$ cat config.mk
export PLATFORM = sky130hd
export DESIGN_NAME = dmac_chan_regs
export DESIGN_NICKNAME = d
export VERILOG_FILES = /design/src/rtl/dmac_chan_pkg.sv /design/src/rtl/dmac_chan_decode.sv /design/src/rtl/dmac_chan_words.sv /design/src/rtl/dmac_chan_flags.sv /design/src/rtl/dmac_chan_regs.sv
export SDC_FILE = /design/constraint.sdc
export NUM_CORES = 1
export LEC_CHECK = 0
export BUFFER_PORTS_ARGS = -buffer_cell sky130_fd_sc_hd__buf_2
export CORE_MARGIN = 2
export CORE_UTILIZATION = 37
export CTS_CLUSTER_DIAMETER = 40
export DETAILED_ROUTE_END_ITERATION = 10
export PLACE_DENSITY = 0.61
export SYNTH_ARGS = -nofsm -noshare
export SYNTH_HDL_FRONTEND = slang
export SYNTH_SLANG_ARGS = --single-unit
export TNS_END_PERCENT = 1
$ cat constraint.sdc
create_clock -name clk_i -period 2.7 [get_ports clk_i]
set_input_delay 0 -clock clk_i [delete_from_list [all_inputs] [get_ports clk_i]]
set_output_delay 0 -clock clk_i [all_outputs]
set_load 0.01 [all_outputs]
$ cat src/rtl/dmac_chan_pkg.sv
package dmac_chan_pkg;

  localparam int unsigned OFF_STAT = 'h24;
  localparam int unsigned OFF_CTRL = 'h28;
  localparam int unsigned OFF_CFG  = 'h2C;
  localparam int unsigned OFF_NXLA = 'h38;

  localparam int CB_SETEN  = 0;
  localparam int CB_CLREN  = 1;
  localparam int CB_STG    = 2;
  localparam int CB_SWRST  = 3;
  localparam int CB_CLRRQ  = 4;
  localparam int CB_CLREND = 5;
  localparam int CB_CLRTC  = 6;
  localparam int CB_SETSUS = 8;
  localparam int CB_CLRSUS = 9;
  localparam int CB_SETMSK = 16;
  localparam int CB_CLRMSK = 17;

  localparam int SB_EN  = 0;
  localparam int SB_RQ  = 1;
  localparam int SB_TC  = 2;
  localparam int SB_END = 3;
  localparam int SB_ER  = 4;
  localparam int SB_SUS = 5;
  localparam int SB_MSK = 16;

  localparam int NWORD   = 2;
  localparam int WI_CFG  = 0;
  localparam int WI_NXLA = 1;

  typedef struct packed {
    logic seten;
    logic clren;
    logic stg;
    logic swrst;
    logic clrrq;
    logic clrend;
    logic clrtc;
    logic setsus;
    logic clrsus;
    logic setmsk;
    logic clrmsk;
  } cmd_t;

  typedef struct packed {
    logic en;
    logic rq;
    logic tc;
    logic fin;
    logic er;
    logic sus;
    logic msk;
  } flags_t;

  function automatic int unsigned word_off(input int idx);
    return (idx == WI_CFG) ? OFF_CFG : OFF_NXLA;
  endfunction

endpackage

$ cat src/rtl/dmac_chan_decode.sv
module dmac_chan_decode
  import dmac_chan_pkg::*;
#(
  parameter int ADDR_W = 6,
  parameter int DATA_W = 32
) (
  input  logic              wr_en_i,
  input  logic [ADDR_W-1:0] addr_i,
  input  logic [DATA_W-1:0] wdata_i,
  output cmd_t              cmd_o,
  output logic [NWORD-1:0]  word_we_o,
  output logic [DATA_W-1:0] word_d_o
);

  logic hit_ctrl;
  assign hit_ctrl = wr_en_i && (addr_i == ADDR_W'(OFF_CTRL));

  assign cmd_o.seten  = hit_ctrl & wdata_i[CB_SETEN];
  assign cmd_o.clren  = hit_ctrl & wdata_i[CB_CLREN];
  assign cmd_o.stg    = hit_ctrl & wdata_i[CB_STG];
  assign cmd_o.swrst  = hit_ctrl & wdata_i[CB_SWRST];
  assign cmd_o.clrrq  = hit_ctrl & wdata_i[CB_CLRRQ];
  assign cmd_o.clrend = hit_ctrl & wdata_i[CB_CLREND];
  assign cmd_o.clrtc  = hit_ctrl & wdata_i[CB_CLRTC];
  assign cmd_o.setsus = hit_ctrl & wdata_i[CB_SETSUS];
  assign cmd_o.clrsus = hit_ctrl & wdata_i[CB_CLRSUS];
  assign cmd_o.setmsk = hit_ctrl & wdata_i[CB_SETMSK];
  assign cmd_o.clrmsk = hit_ctrl & wdata_i[CB_CLRMSK];

  for (genvar gi = 0; gi < NWORD; gi++) begin : g_we
    assign word_we_o[gi] = wr_en_i && (addr_i == ADDR_W'(word_off(gi)));
  end

  assign word_d_o = wdata_i;

endmodule

$ cat src/rtl/dmac_chan_words.sv
module dmac_chan_words
  import dmac_chan_pkg::*;
#(
  parameter int DATA_W = 32
) (
  input  logic                         clk_i,
  input  logic                         rst_ni,
  input  logic [NWORD-1:0]             we_i,
  input  logic [DATA_W-1:0]            d_i,
  input  logic                         swrst_i,
  output logic [NWORD-1:0][DATA_W-1:0] q_o
);

  for (genvar gi = 0; gi < NWORD; gi++) begin : g_word
    always_ff @(posedge clk_i or negedge rst_ni) begin
      if (!rst_ni)       q_o[gi] <= '0;
      else if (we_i[gi]) q_o[gi] <= d_i;
    end

    // soft reset never disturbs a stored word
    a_r6_word_kept: assert property (@(posedge clk_i) disable iff (!rst_ni)
      (swrst_i && !we_i[gi]) |=> $stable(q_o[gi]));
  end

endmodule

$ cat src/rtl/dmac_chan_flags.sv
module dmac_chan_flags
  import dmac_chan_pkg::*;
(
  input  logic   clk_i,
  input  logic   rst_ni,
  input  cmd_t   cmd_i,
  input  logic   dreq_i,
  input  logic   ev_end_i,
  input  logic   ev_err_i,
  input  logic   ev_tc_i,
  output flags_t flags_o,
  output logic   start_o,
  output logic   trig_o,
  output logic   stop_o,
  output logic   swrst_o,
  output logic   irq_o
);

  flags_t q, d;
  logic   ev_end, ev_err, ev_tc, ev_rq;
  logic   start_q, trig_q, stop_q, swrst_q;

  // engine events count only while running and not during a soft reset
  assign ev_end = ev_end_i & q.en & ~cmd_i.swrst;
  assign ev_err = ev_err_i & q.en & ~cmd_i.swrst;
  assign ev_tc  = ev_tc_i  & q.en & ~cmd_i.swrst;
  assign ev_rq  = dreq_i   & q.en & ~cmd_i.swrst;

  always_comb begin
    d = q;
    if (cmd_i.swrst) begin
      d.en  = 1'b0;
      d.rq  = 1'b0;
      d.tc  = 1'b0;
      d.fin = 1'b0;
      d.er  = 1'b0;
      d.sus = 1'b0;
    end else begin
      if (cmd_i.seten)     d.en = 1'b1;
      if (ev_end | ev_err) d.en = 1'b0;
      if (cmd_i.clren)     d.en = 1'b0;
      if (cmd_i.clrrq)     d.rq = 1'b0;
      if (ev_rq)           d.rq = 1'b1;
      if (cmd_i.clrtc)     d.tc = 1'b0;
      if (ev_tc)           d.tc = 1'b1;
      if (cmd_i.clrend)    d.fin = 1'b0;
      if (ev_end)          d.fin = 1'b1;
      if (ev_err)          d.er = 1'b1;
      if (cmd_i.setsus)    d.sus = 1'b1;
      if (cmd_i.clrsus)    d.sus = 1'b0;
    end
    if (cmd_i.setmsk) d.msk = 1'b1;
    if (cmd_i.clrmsk) d.msk = 1'b0;
  end

  always_ff @(posedge clk_i or negedge rst_ni) begin
    if (!rst_ni) begin
      q       <= '0;
      start_q <= 1'b0;
      trig_q  <= 1'b0;
      stop_q  <= 1'b0;
      swrst_q <= 1'b0;
    end else begin
      q       <= d;
      start_q <= cmd_i.seten & ~q.en & ~cmd_i.clren & ~cmd_i.swrst;
      trig_q  <= cmd_i.stg & d.en;
      stop_q  <= q.en & (cmd_i.clren | cmd_i.swrst);
      swrst_q <= cmd_i.swrst;
    end
  end

  assign flags_o = q;
  assign start_o = start_q;
  assign trig_o  = trig_q;
  assign stop_o  = stop_q;
  assign swrst_o = swrst_q;
  assign irq_o   = q.er | (q.fin & ~q.msk);

  a_r2_start_single: assert property (@(posedge clk_i) disable iff (!rst_ni)
    start_q |=> !start_q);

  a_r3_start_stop_excl: assert property (@(posedge clk_i) disable iff (!rst_ni)
    $onehot0({start_q, stop_q}));

  a_r4_clear_wins: assert property (@(posedge clk_i) disable iff (!rst_ni)
    (cmd_i.seten && cmd_i.clren) |=> !q.en);

  a_r5_swrst_clears: assert property (@(posedge clk_i) disable iff (!rst_ni)
    cmd_i.swrst |=> (!q.en && !q.rq && !q.tc && !q.fin && !q.er && !q.sus));

  a_r6_msk_kept: assert property (@(posedge clk_i) disable iff (!rst_ni)
    (cmd_i.swrst && !cmd_i.setmsk && !cmd_i.clrmsk) |=> $stable(q.msk));

  a_r7_end_ack: assert property (@(posedge clk_i) disable iff (!rst_ni)
    (cmd_i.clrend && !ev_end_i) |=> !q.fin);

  a_r10_idle_err: assert property (@(posedge clk_i) disable iff (!rst_ni)
    !q.en |=> !$rose(q.er));

  a_r10_idle_tc: assert property (@(posedge clk_i) disable iff (!rst_ni)
    !q.en |=> !$rose(q.tc));

  a_r11_irq_hold: assert property (@(posedge clk_i) disable iff (!rst_ni)
    (irq_o && !cmd_i.swrst && !cmd_i.clrend && !cmd_i.setmsk) |=> irq_o);

endmodule

$ cat src/rtl/dmac_chan_regs.sv
module dmac_chan_regs
  import dmac_chan_pkg::*;
#(
  parameter int ADDR_W = 6,
  parameter int DATA_W = 32
) (
  input  logic              clk_i,
  input  logic              rst_ni,
  input  logic              wr_en_i,
  input  logic [ADDR_W-1:0] addr_i,
  input  logic [DATA_W-1:0] wdata_i,
  output logic [DATA_W-1:0] rdata_o,
  input  logic              dreq_i,
  input  logic              ev_end_i,
  input  logic              ev_err_i,
  input  logic              ev_tc_i,
  output logic              start_o,
  output logic              trig_o,
  output logic              stop_o,
  output logic              swrst_o,
  output logic              en_o,
  output logic [DATA_W-1:0] cfg_o,
  output logic [DATA_W-1:0] nxla_o,
  output logic              irq_o
);

  cmd_t                         cmd;
  logic [NWORD-1:0]             word_we;
  logic [DATA_W-1:0]            word_d;
  logic [NWORD-1:0][DATA_W-1:0] words;
  flags_t                       flags;
  logic [DATA_W-1:0]            stat_word;

  dmac_chan_decode #(.ADDR_W(ADDR_W), .DATA_W(DATA_W)) u_dec (
    .wr_en_i   (wr_en_i),
    .addr_i    (addr_i),
    .wdata_i   (wdata_i),
    .cmd_o     (cmd),
    .word_we_o (word_we),
    .word_d_o  (word_d)
  );

  dmac_chan_words #(.DATA_W(DATA_W)) u_words (
    .clk_i   (clk_i),
    .rst_ni  (rst_ni),
    .we_i    (word_we),
    .d_i     (word_d),
    .swrst_i (cmd.swrst),
    .q_o     (words)
  );

  dmac_chan_flags u_flags (
    .clk_i    (clk_i),
    .rst_ni   (rst_ni),
    .cmd_i    (cmd),
    .dreq_i   (dreq_i),
    .ev_end_i (ev_end_i),
    .ev_err_i (ev_err_i),
    .ev_tc_i  (ev_tc_i),
    .flags_o  (flags),
    .start_o  (start_o),
    .trig_o   (trig_o),
    .stop_o   (stop_o),
    .swrst_o  (swrst_o),
    .irq_o    (irq_o)
  );

  always_comb begin
    stat_word         = '0;
    stat_word[SB_EN]  = flags.en;
    stat_word[SB_RQ]  = flags.rq;
    stat_word[SB_TC]  = flags.tc;
    stat_word[SB_END] = flags.fin;
    stat_word[SB_ER]  = flags.er;
    stat_word[SB_SUS] = flags.sus;
    stat_word[SB_MSK] = flags.msk;
  end

  always_comb begin
    rdata_o = '0;
    if (addr_i == ADDR_W'(OFF_STAT))      rdata_o = stat_word;
    else if (addr_i == ADDR_W'(OFF_CFG))  rdata_o = words[WI_CFG];
    else if (addr_i == ADDR_W'(OFF_NXLA)) rdata_o = words[WI_NXLA];
  end

  assign en_o   = flags.en;
  assign cfg_o  = words[WI_CFG];
  assign nxla_o = words[WI_NXLA];

  a_r2_start_enables: assert property (@(posedge clk_i) disable iff (!rst_ni)
    start_o |-> en_o);

  a_r3_stop_disables: assert property (@(posedge clk_i) disable iff (!rst_ni)
    stop_o |-> !en_o);

  a_r8_err_stops: assert property (@(posedge clk_i) disable iff (!rst_ni)
    (ev_err_i && en_o && !cmd.swrst) |=> (!en_o && irq_o));

endmodule

==> results.yml <==
timing:
  slew_violations: 0
  setup_tns_ns: 0
  min_period_over_period_pct: 65.5
  setup_viol: 0
  holdWs_ns: 0.0324
  min_period_ns: 1.77
  slew_headroom_pct: 38.2
  worst_pin_slew_ns: 0.927
  fin_skew_ns: 0.00928
  setup_slack_ns: 0.931
  grt_setup_unrepaired: "no"
  hold_viol: 0
  max_freq_mhz: 565
placement:
  dp.final_hpwl_um: 6150
  preCtsSetupSlack_ns: 0.802
  place.gp.congestion: 0.758
  portBuffers: 146
  dp.cells: 479
synth:
  synth_common_cells: "75 x dfrtp_1, 34 x mux2_2, 30 x mux2_4"
  synth_flop_cell: "dfrtp_1"
  syn-num-nets: 280
  synth_top_cell_by_area: "dfrtp_1"
  synth_most_common_cell: "dfrtp_1"
  synth.distinct_cells: 31
  synth_edf_count: 0
  yosys_warnings: 0
  ys_seq_area_share_pct: 54.2
  synthTopCellsByArea: "dfrtp_1 54%, mux2_4 13%, mux2_2 11%, a22o_1 6.3%, mux2i_1 2.0%"
  synth_cells: 235
  avgSynthCellArea_um2: 14.7
  async_flop_share_pct: 100
  ys_ff_latch: 75
  netlist_area_um2: 3460
  synth_top_area_share_pct: 54.2
power:
  irDropWorstVdd_uv: 367
  power_leakage_uw: 0.00274
  p_per_area_nw_per_um2: 607
drt:
  via_per_inst: 5.08
  drc: 0
  ant_nets: 0
  routed_wl_um: 8980
  initialDrtViolationCount: 105
  dr.pass1.iters: 4
  vias: 2705
  route.detailed.wl_per_inst_um: 16.9
setup_path:
  crit_required_ns: 2.70
  endpoint_kind: "output port"
  crit_type: "input pin to output port"
  cp.arrival_ns: 1.77
  setup.worst_path.start_class: "input pin"
  path_max_fanout: 15
clock_tree:
  clk_path_buf_depth: 2
  postCtsSetupRepairBufs: 0
  cts.clk_slew.worst_paths_ns: 0.08
  cts_tree: "done"
  cts_buffers: 9
  cts_sinks: 75
  clk_latency_ns: 0.34
  clock_tree.htree_level_count: 3
  cts_root_buffer: "clkbuf_8"
floorplanning:
  coreArea_um2: 9150
  die_h_um: 101
  die_x_um: 101
  die_area_um2: 10200
  initial_utilization_pct: 37.9
  ioPinCount: 147
  num_rows: 35
run_status:
  status: "finished, final reports clean"
global_route:
  gr-usage-met1_pct: 24.7
  grtUsageMet2_pct: 28.4
  grt_pass1_wl_um: 14100
  grt_pass1_vias: 2705
  antenna_found_initial: 0
  grt_max_degree: 76
  track_usage_pct: 17.9
  grt_overflow: 0
  grt_use_met3_pct: 5.41
  grt.busiest_layer: "met2"
hold_path:
  min_path_type: "input pin to flip-flop"
layout:
  layout.cells.non_filler: 533
  drive_gt1_share_pct: 55.2
  final_nets: 462
  diodes: 0
  syn_to_final_growth_pct: 41.2
job:
  maxCapViolCount: 0
[routing by layer]
layer | routed length [um] | share of wire [%]
met1 | 4160 | 46
met2 | 4260 | 47
met3 | 514 | 5.7
met4 | 47 | 0.52
met5 | 0 | 0
[what timing repair did]
item                                   in CTS  in global routing
hold buffers                               38                  0
resized for setup                           0                  0
endpoints found under the hold margin     146                  0
[power breakdown]
group | internal, uW | switching, uW
clock | 647 | 421
sequential | 1260 | 111
combinational | 298 | 231
total | 2210 | 763
[cells by family (layout without fill, tap and decap cells)]
family / Yosys count / after routing / share of synthesized area [%]
AO/OA/AOI/OAI: 50 / 50 / 11.5
AND/OR/NAND/NOR: 21 / 21 / 4.84
multiplexers: 71 / 71 / 26.1
flip-flops: 75 / 75 / 54.2
buffers and inverters: 18 / 205 / 3.43
[worst max-delay path, stage by stage]
cell	delay (ns)
buf_2	0.13
nor4b_4	0.50
and3_1	0.54
buf_4	0.31
a22o_1	0.16
buf_2	0.13
[worst paths after layout]
check,start,end,slack (ns),depth (start not counted)
min in group asynchronous,rst_ni,u_flags.swrst_o,0.33,2
worst min-delay path,wr_en_i,u_flags.stop_o,0.03,3
worst min register to register,u_words.q_o[34],u_words.q_o[34],0.53,1
max in group asynchronous,rst_ni,u_words.q_o[51],1.77,2
worst max register to register,u_flags.flags_o[6],u_flags.flags_o[2],1.23,3
worst max-delay path,addr_i[4],rdata_o[6],0.93,6
[cell usage in the layout, fill, tap and decap left out, drive strengths merged, types with 2 or more instances in the layout]
cell type	instances
nand2	3
mux2	64
a41oi	2
nand4	2
nor3b	3
dlygate4sd3	38
o2bb2ai	7
mux2i	7
a21o	4
a21oi	10
dfrtp	75
a22o	25
buf	150
and3	4
clkbuf	11
bufinv	3
inv	3
[final cells by class]
cell class              count  area [um2]
clock inverters             5         108
inverters                   1        3.75
fillers                   790        4260
multi-input cells         142        1470
well taps                 111         139
flip-flops and latches     75        1880
repair buffers            188        1160
clock buffers              11         141
[flip-flops by register name (all words and copies together), names as in the netlist]
| register | cells |
|---|---|
| u_flags.stop_o | 1 |
| u_flags.start_o | 1 |
| u_words.q_o | 64 |
| u_flags.trig_o | 1 |
| u_flags.flags_o | 7 |
| u_flags.swrst_o | 1 |
[metrics by stage]
step | utilization (%) | total power, uW | area, um2
after global placement | 46.6 | 1870 | 4260
after global routing | 53.5 | 3110 | 4890
final | 53.5 | 2970 | 4890
after CTS | 53.5 | 3010 | 4890
after floorplan | - | 1630 | 3460
after detailed placement | 46.6 | 1880 | 4260
Note: power is estimated with default switching activity, not from simulation.
